File: config.mk
export PLATFORM = sky130hd
export DESIGN_NAME = trig_repeater
export DESIGN_NICKNAME = d
export VERILOG_FILES = /design/src/rtl/trig_rep_pkg.sv /design/src/rtl/trig_sync.sv /design/src/rtl/trig_gfilt.sv /design/src/rtl/trig_edge.sv /design/src/rtl/trig_seq.sv /design/src/rtl/trig_repeater.sv
export SDC_FILE = /design/constraint.sdc
export NUM_CORES = 1
export LEC_CHECK = 0
export BUFFER_PORTS_ARGS = -buffer_cell sky130_fd_sc_hd__buf_2
export CAP_MARGIN = 5
export CORE_ASPECT_RATIO = 0.75
export CORE_MARGIN = 4
export CORE_UTILIZATION = 35
export CTS_CLUSTER_DIAMETER = 150
export DETAILED_ROUTE_END_ITERATION = 8
export PLACE_DENSITY = 0.63
export SLEW_MARGIN = 0
export SYNTH_ARGS = -nofsm -noshare
export SYNTH_HDL_FRONTEND = slang
export SYNTH_SLANG_ARGS = --single-unit
File: constraint.sdc
create_clock -name clk -period 1.3 [get_ports clk]
set_clock_uncertainty 0.05 [all_clocks]
set_input_delay 0.26 -clock clk [delete_from_list [all_inputs] [get_ports clk]]
set_output_delay 0.26 -clock clk [all_outputs]
set_load 0.005 [all_outputs]
File: src/rtl/trig_rep_pkg.sv
package trig_rep_pkg;

  typedef enum logic [1:0] {
    ST_IDLE = 2'd0,
    ST_GEN  = 2'd1,
    ST_REJ  = 2'd2
  } rep_state_e;

  function automatic int unsigned bits_for(input int unsigned max_val);
    return (max_val < 2) ? 1 : $clog2(max_val + 1);
  endfunction

endpackage

File: src/rtl/trig_sync.sv
module trig_sync #(
  parameter int unsigned STAGES = 2
) (
  input  logic clk,
  input  logic rst_n,
  input  logic d_async,
  output logic q
);

  logic [STAGES-1:0] chain;
  logic [STAGES-1:0] chain_nxt;

  generate
    if (STAGES == 1) begin : g_single
      always_comb chain_nxt = d_async;
    end else begin : g_multi
      always_comb chain_nxt = {chain[STAGES-2:0], d_async};
    end
  endgenerate

  always_ff @(posedge clk or negedge rst_n) begin
    if (!rst_n) chain <= '0;
    else        chain <= chain_nxt;
  end

  assign q = chain[STAGES-1];

endmodule

File: src/rtl/trig_gfilt.sv
module trig_gfilt (
  input  logic clk,
  input  logic rst_n,
  input  logic filt_on,
  input  logic d,
  output logic q
);

  logic d_dly;
  logic q_nxt;

  // Filter on: the level must be seen on two successive cycles.
  always_comb begin
    if (filt_on) q_nxt = d & d_dly;
    else         q_nxt = d;
  end

  always_ff @(posedge clk or negedge rst_n) begin
    if (!rst_n) begin
      d_dly <= 1'b0;
      q     <= 1'b0;
    end else begin
      d_dly <= d;
      q     <= q_nxt;
    end
  end

endmodule

File: src/rtl/trig_edge.sv
module trig_edge (
  input  logic clk,
  input  logic rst_n,
  input  logic d,
  output logic rise
);

  logic d_prev;

  always_ff @(posedge clk or negedge rst_n) begin
    if (!rst_n) d_prev <= 1'b0;
    else        d_prev <= d;
  end

  assign rise = d & ~d_prev;

endmodule

File: src/rtl/trig_seq.sv
module trig_seq
  import trig_rep_pkg::*;
#(
  parameter int unsigned PULSE_CYC = 150,
  parameter int unsigned DUTY_DIV  = 5
) (
  input  logic clk,
  input  logic rst_n,
  input  logic en,
  input  logic rise,
  output logic pulse,
  output logic drop_strb
);

  // One idle cycle is needed to accept an edge, so the window is trimmed by one.
  localparam int unsigned GEN_LAST = PULSE_CYC - 1;
  localparam int unsigned REJ_CYC  = (DUTY_DIV - 1) * PULSE_CYC - 1;
  localparam int unsigned REJ_LAST = REJ_CYC - 1;
  localparam int unsigned CNT_MAX  = (GEN_LAST > REJ_LAST) ? GEN_LAST : REJ_LAST;
  localparam int unsigned CW       = bits_for(CNT_MAX);
  localparam logic [CW-1:0] GEN_END = GEN_LAST[CW-1:0];
  localparam logic [CW-1:0] REJ_END = REJ_LAST[CW-1:0];

  rep_state_e    state, state_nxt;
  logic [CW-1:0] cnt, cnt_nxt;
  logic          drop_nxt;
  logic          cnt_en;

  always_comb begin
    state_nxt = state;
    cnt_nxt   = cnt;
    cnt_en    = 1'b0;
    unique case (state)
      ST_IDLE: begin
        if (rise && en) begin
          state_nxt = ST_GEN;
          cnt_nxt   = '0;
          cnt_en    = 1'b1;
        end
      end
      ST_GEN: begin
        cnt_en = 1'b1;
        if (cnt == GEN_END) begin
          state_nxt = ST_REJ;
          cnt_nxt   = '0;
        end else begin
          cnt_nxt = cnt + 1'b1;
        end
      end
      ST_REJ: begin
        cnt_en = 1'b1;
        if (cnt == REJ_END) begin
          state_nxt = ST_IDLE;
          cnt_nxt   = '0;
        end else begin
          cnt_nxt = cnt + 1'b1;
        end
      end
      default: begin
        state_nxt = ST_IDLE;
        cnt_nxt   = '0;
        cnt_en    = 1'b1;
      end
    endcase
  end

  assign drop_nxt = rise && (state != ST_IDLE);

  always_ff @(posedge clk or negedge rst_n) begin
    if (!rst_n) begin
      state     <= ST_IDLE;
      cnt       <= '0;
      drop_strb <= 1'b0;
    end else begin
      state     <= state_nxt;
      drop_strb <= drop_nxt;
      if (cnt_en) cnt <= cnt_nxt;
    end
  end

  assign pulse = (state == ST_GEN);

endmodule

File: src/rtl/trig_repeater.sv
module trig_repeater #(
  parameter int unsigned PULSE_CYC   = 150,
  parameter int unsigned DUTY_DIV    = 5,
  parameter int unsigned SYNC_STAGES = 2
) (
  input  logic clk,
  input  logic rst_n,
  input  logic en,
  input  logic filt_en_n,
  input  logic trig_a,
  output logic pulse,
  output logic drop_strb
);

  logic rst_meta, rst_sync_n;
  logic trig_s, trig_f, trig_rise;

  always_ff @(posedge clk or negedge rst_n) begin
    if (!rst_n) begin
      rst_meta   <= 1'b0;
      rst_sync_n <= 1'b0;
    end else begin
      rst_meta   <= 1'b1;
      rst_sync_n <= rst_meta;
    end
  end

  trig_sync #(.STAGES(SYNC_STAGES)) u_sync (
    .clk     (clk),
    .rst_n   (rst_sync_n),
    .d_async (trig_a),
    .q       (trig_s)
  );

  trig_gfilt u_gfilt (
    .clk     (clk),
    .rst_n   (rst_sync_n),
    .filt_on (~filt_en_n),
    .d       (trig_s),
    .q       (trig_f)
  );

  trig_edge u_edge (
    .clk   (clk),
    .rst_n (rst_sync_n),
    .d     (trig_f),
    .rise  (trig_rise)
  );

  trig_seq #(.PULSE_CYC(PULSE_CYC), .DUTY_DIV(DUTY_DIV)) u_seq (
    .clk       (clk),
    .rst_n     (rst_sync_n),
    .en        (en),
    .rise      (trig_rise),
    .pulse     (pulse),
    .drop_strb (drop_strb)
  );

endmodule

== Yosys cells after proc, flatten, opt, wreduce, memory -nomap -nowiden ==
Cells that the tools add are included.
Cells by class
  add/subtract/negate cells: 1
  multiply operators: 0
  div/mod/pow operators: 0
  $lt $le $gt $ge: 0
  equality and inequality tests: 7
  shifts and indexed selects: 0
  mux-type cells: 11
  bitwise logic cells: 3
  reductions and logical operators: 6
Operators with widths (count)
  $mux W10: 3
  $pmux W10 S3: 1
  $add A10 B1 Y10 const B: 1
  $eq A10 B10 Y1 const B: 1
  $eq A10 B8 Y1 const B: 1
  $mux W2: 3
  $ne A2 B1 Y1 const B: 3
  $pmux W2 S3: 1
  $mux W1: 3
  $reduce_and A3 Y1: 1
  $and A1 B1 Y1: 2
  $eq A2 B1 Y1 const B: 1
  $eq A2 B2 Y1 const B: 1
  $logic_and A1 B1 Y1: 2
  $logic_not A2 Y1: 1
  $reduce_and A2 Y1: 1
  $reduce_bool A2 Y1: 1
  $not A1 Y1: 1
Word-level totals
  flip-flop bits (word level): 20
  bits in latches: 0
  bits in writable memories: 0
  bits in read-only memories: 0
  input port bits: 5
  output and inout port bits: 2
  word-level logic and storage cells: 37
  memories kept: 0

== Longest topological paths before layout ==
  depth after elaboration: 6
  gate-level depth with buffers: 7
  mapped depth without buffers: 6

== Modules after synthesis ==
A second synthesis with hierarchy kept.
Unflattened totals
  cells, all modules: 84
  area, all modules: 988.4 sq um
Modules (own cells, without submodules)
  trig_seq: times used 1, cells an instance 72, area an instance 780.7 sq um, seq. area each 325.3 sq um
  trig_gfilt: times used 1, cells an instance 4, area an instance 61.3 sq um, seq. area each 50.0 sq um
  trig_repeater: times used 1, cells an instance 4, area an instance 57.6 sq um, seq. area each 50.0 sq um
  trig_sync: times used 1, cells an instance 2, area an instance 50.0 sq um, seq. area each 50.0 sq um
  trig_edge: times used 1, cells an instance 2, area an instance 38.8 sq um, seq. area each 25.0 sq um

== Worst setup path before layout ==
OpenSTA, ideal clock, no wires.
  path kind: register to register
  start: register u_seq.state[0]
  end: register u_seq.cnt[8]
  setup time: 0.082 ns
  data arrival time: 1.711 ns
  required time: 1.168 ns
  slack: -0.543 ns
  stages on the path, launching flop included: 8
  buffers on the path: 2
  clock period less this slack: 1.843 ns
  cell sequence: dfrtp_1 -> inv_1 -> ha_1 -> clkbuf_1 -> and2_1 -> clkbuf_1 -> or4_4 -> a22oi_2
On the way
  cells in the longest elaborated chain, start to end: 3
  elaborated cells between the ends (all ways): 7
  classes of those cells: eq/ne: 3; mux: 2; reduce/logical: 2
RTL lines
  start: declaration: line trig_seq.sv:24  | rep_state_e state, state_nxt;
  start signal: assignment: line trig_seq.sv:75  | state <= state_nxt;
  $logic_not A2 Y1: line trig_seq.sv:33  | unique case (state)
  $ne A2 B1 Y1 (no line) / $mux W1 (equally long branches)
  $reduce_and A2 Y1 (no line)
  end signal: assignment: line trig_seq.sv:77  | if (cnt_en) cnt <= cnt_nxt;
  end: declaration: line trig_seq.sv:25  | logic [CW-1:0] cnt, cnt_nxt;
Several ways; a longest one is shown, not always the timed one.
A chain may end at the register's enable or synchronous reset.

== Worst setup path after layout ==
  start: register u_seq.cnt[0]
  end: register u_seq.state[1]
On the way
  cells in the longest elaborated chain, start to end: 3
  elaborated cells between the ends (all ways): 5
  classes of those cells: eq/ne: 4; reduce/logical: 1
RTL lines (line)
  $eq A10 B10 Y1 / $eq A10 B8 Y1 (equally long branches): trig_seq.sv:52, trig_seq.sv:43
  $ne A2 B1 Y1 (no line)
  $reduce_and A3 Y1 (no line) (*)
Every way passes the cells marked *; elsewhere a longest branch is shown, timed or not.

==> results.toml <==
[status]
outcome = "finished, violations left"
violations = "setup timing"

[die]
die_w_um = 69.1
ios = 7
initial_core_util_pct = 37.1
core-area_um2 = 2640
rows = 16
die_h_um = 53.9
dieArea_um2 = 3720

[placement]
placed_area_um2 = 1200
gp_congestion = 0.748
io_buffers = 6
dpl_worst_slack_ns = -0.471
dp_hpwl_um = 1490

[yosys]
synth_seq_cells = 20
syn_inst = 87
syn_avg_cell_area_um2 = 11.3
yosysSeqAreaShare_pct = 51.0
synth_area_um2 = 981
syn_nets = 98
ys_types = 33
ys_warn_count = 0

[clocking]
cts_htree_levels = 1
clock_latency_ns = 0.26
cts_max_path_buffers = 2
cts_made_buffers = 3
cts_tree = "yes"
root_buffer = "clkbuf_8"
clkSinkCount = 20
clk_pin_slew_ns = 0.06

[sta]
fin_ws_ns = -0.458
min_period_over_period_pct = 135
max_slew.worst_pin.slew_ns = 0.501
slew_headroom_pct = 66.5
final-setup-viol-count = 13
hold_viol = 0
period_minus_slack_ns = 1.76
max_freq_ghz = 0.569
slew_violations = 0
rsz0062_at_grt = "true"

[setup_path]
end_kind = "register"
required_ns = 1.39
crit_arrival_ns = 1.85
path_class = "reg -> reg"
startpoint_type = "register"
crit_fanout = 4

[route]
dr.pass1.iters = 4
wl_per_cell_um = 14.2
viasPerCell = 5.01
drc = 0
wl_um = 2190
drtIter0Drc = 22
routed-via-count = 772
ant_nets = 0

[cells_and_area]
syn_to_final_growth_pct = 42.5
multi_input_area_um2 = 573
drive_gt1_share_pct = 50.8
final_area_um2 = 1400
nNetsFinal = 131
fill_cells = 243
antenna_cells = 0
regArea_um2 = 500

[run]
max_cap_viol_count = 0

[global_routing]
grt_pass1_wl_um = 3800
grt_start_max_net_pins = 19
grt_pass1_vias = 795
grtUsageTotal_pct = 13.4
antenna_found_initial = 0
grt_overflow = 0

[power]
leakage_uw = 0.000586
powerDensity_nw_per_um2 = 1840
peakVddDrop_mv = 0.696

[hold_path]
hold_path.class = "in -> reg"
[power breakdown]
part	total (uW)	leakage, uW	switching (uW)	internal [uW]
clock	396	0.0000216	190	206
combinational	1390	0.000306	762	623
sequential	786	0.000259	82.7	703
[synth_stat cells]
master | n | area share, %
ha_1 | 6 | 7.7
or3_4 | 1 | 1.1
a22oi_1 | 1 | 0.77
o32a_1 | 1 | 1.0
or3_2 | 1 | 0.77
a22oi_2 | 1 | 1.3
nand4bb_1 | 1 | 1.1
nand3_1 | 3 | 1.5
conb_1 | 1 | 0.38
nand4_1 | 1 | 0.64
nand3b_4 | 1 | 2.0
nor4b_1 | 1 | 0.89
mux2_2 | 1 | 1.1
nand4b_1 | 1 | 0.89
nor3_1 | 1 | 0.51
nor3b_1 | 1 | 0.77
o21ai_2 | 1 | 0.89
nand2_1 | 7 | 2.7
nor2_1 | 1 | 0.38
a21oi_1 | 9 | 4.6
or4_4 | 1 | 1.1
inv_1 | 5 | 1.9
dfrtp_1 | 20 | 51
a2111oi_0 | 1 | 0.89
xnor2_1 | 6 | 5.4
o21a_1 | 1 | 0.77
o21ai_0 | 2 | 1.0
a211oi_1 | 3 | 2.3
o31ai_1 | 2 | 1.5
and2_1 | 1 | 0.64
clkbuf_1 | 2 | 0.77
a22o_1 | 1 | 0.89
nand2_2 | 1 | 0.64
[routing by layer]
layer	wire length [um]	vias up	global-route usage (%)
met5	0	-	0
met3	55	5	3.92
met4	24	0	4.87
met1	1040	386	15.7
met2	1080	7	24.1
li1	-	374	-
[repair_timing]
item | 4_1_cts | 5_1_grt
gates resized for setup | 21 | 4
hold buffers | 1 | 0
endpoints found under the hold margin | 2 | 0
pin swaps | 5 | 3
gates cloned | 1 | 0
setup endpoints to repair | 13 | 13
setup buffers | 4 | 0
[sequential cells by signal (all words and copies together) (netlist names)]
| name | count |
|---|---|
| rst_meta | 1 |
| u_gfilt.q | 1 |
| rst_sync_n | 1 |
| u_seq.cnt | 10 |
| u_edge.d_prev | 1 |
| u_seq.state | 2 |
| u_sync.chain | 2 |
| u_seq.drop_strb | 1 |
| u_gfilt.d_dly | 1 |
[cells by family after synthesis]
group           Yosys count  share of synthesized area (%)
mux                       1                           1.15
fa+ha+maj                 6                           7.65
compound gates           23                           15.9
buf+inv                   7                           2.68
xor+xnor                  6                           5.36
flops                    20                           51.0
simple gates             23                           15.8
other cells               1                          0.382
[cell usage in the layout (no fill, tap or decap), types with 2 or more instances in the layout]
cell	instances
ha_2	2
clkbuf_8	3
o21ai_4	2
buf_4	20
nand2_1	7
a21oi_1	3
a21oi_2	6
inv_1	2
buf_6	3
inv_2	3
dfrtp_1	20
a22oi_2	2
buf_2	5
a211oi_1	3
nand3_1	3
ha_1	3
xnor2_1	6
[worst paths after layout]
kind | start | depth (start not counted) | slack, ns | endpoint
min in group asynchronous | rst_sync_n | 1 | 0.14 | u_seq.cnt[5]
max reg2reg | u_seq.cnt[0] | 6 | -0.46 | u_seq.state[1]
min | trig_a | 1 | 0.06 | u_sync.chain[0]
max | u_seq.cnt[0] | 6 | -0.46 | u_seq.state[1]
min reg2reg | rst_sync_n | 1 | 0.14 | u_seq.cnt[5]
max in group asynchronous | rst_n | 2 | 0.85 | rst_sync_n
[area by class of cell]
cell class | instances | share of cell area [%]
multi-input combinational | 61 | 41.0
inverter | 5 | 1.34
sequential | 20 | 35.8
tap | 36 | 3.22
clock buffer | 3 | 2.95
timing repair buffer | 29 | 15.7
[metrics by stage]
step                cells  utilization [%]  power (uW)  TNS, ns  hold WS [ns]
floorplan              87                -        1460    -3.01       -0.0856
global placement      145             45.5        1680    -4.15      -0.00447
detailed placement    145             45.5        1710    -4.38      -0.00200
CTS                   154             52.3        2510    -4.58        0.0528
global route          154             52.9        2710    -6.25        0.0518
finish                154             52.9        2570    -5.09        0.0608
[worst max-delay path, cell delays in order (launching register included)]
cell and delay [ns]:
dfrtp_1 0.44, inv_2 0.08, ha_1 0.14, nand4b_1 0.11, a22o_4 0.27, nor3_2 0.20, mux2_2 0.36
No activity file was read; power rests on OpenSTA's default activity.
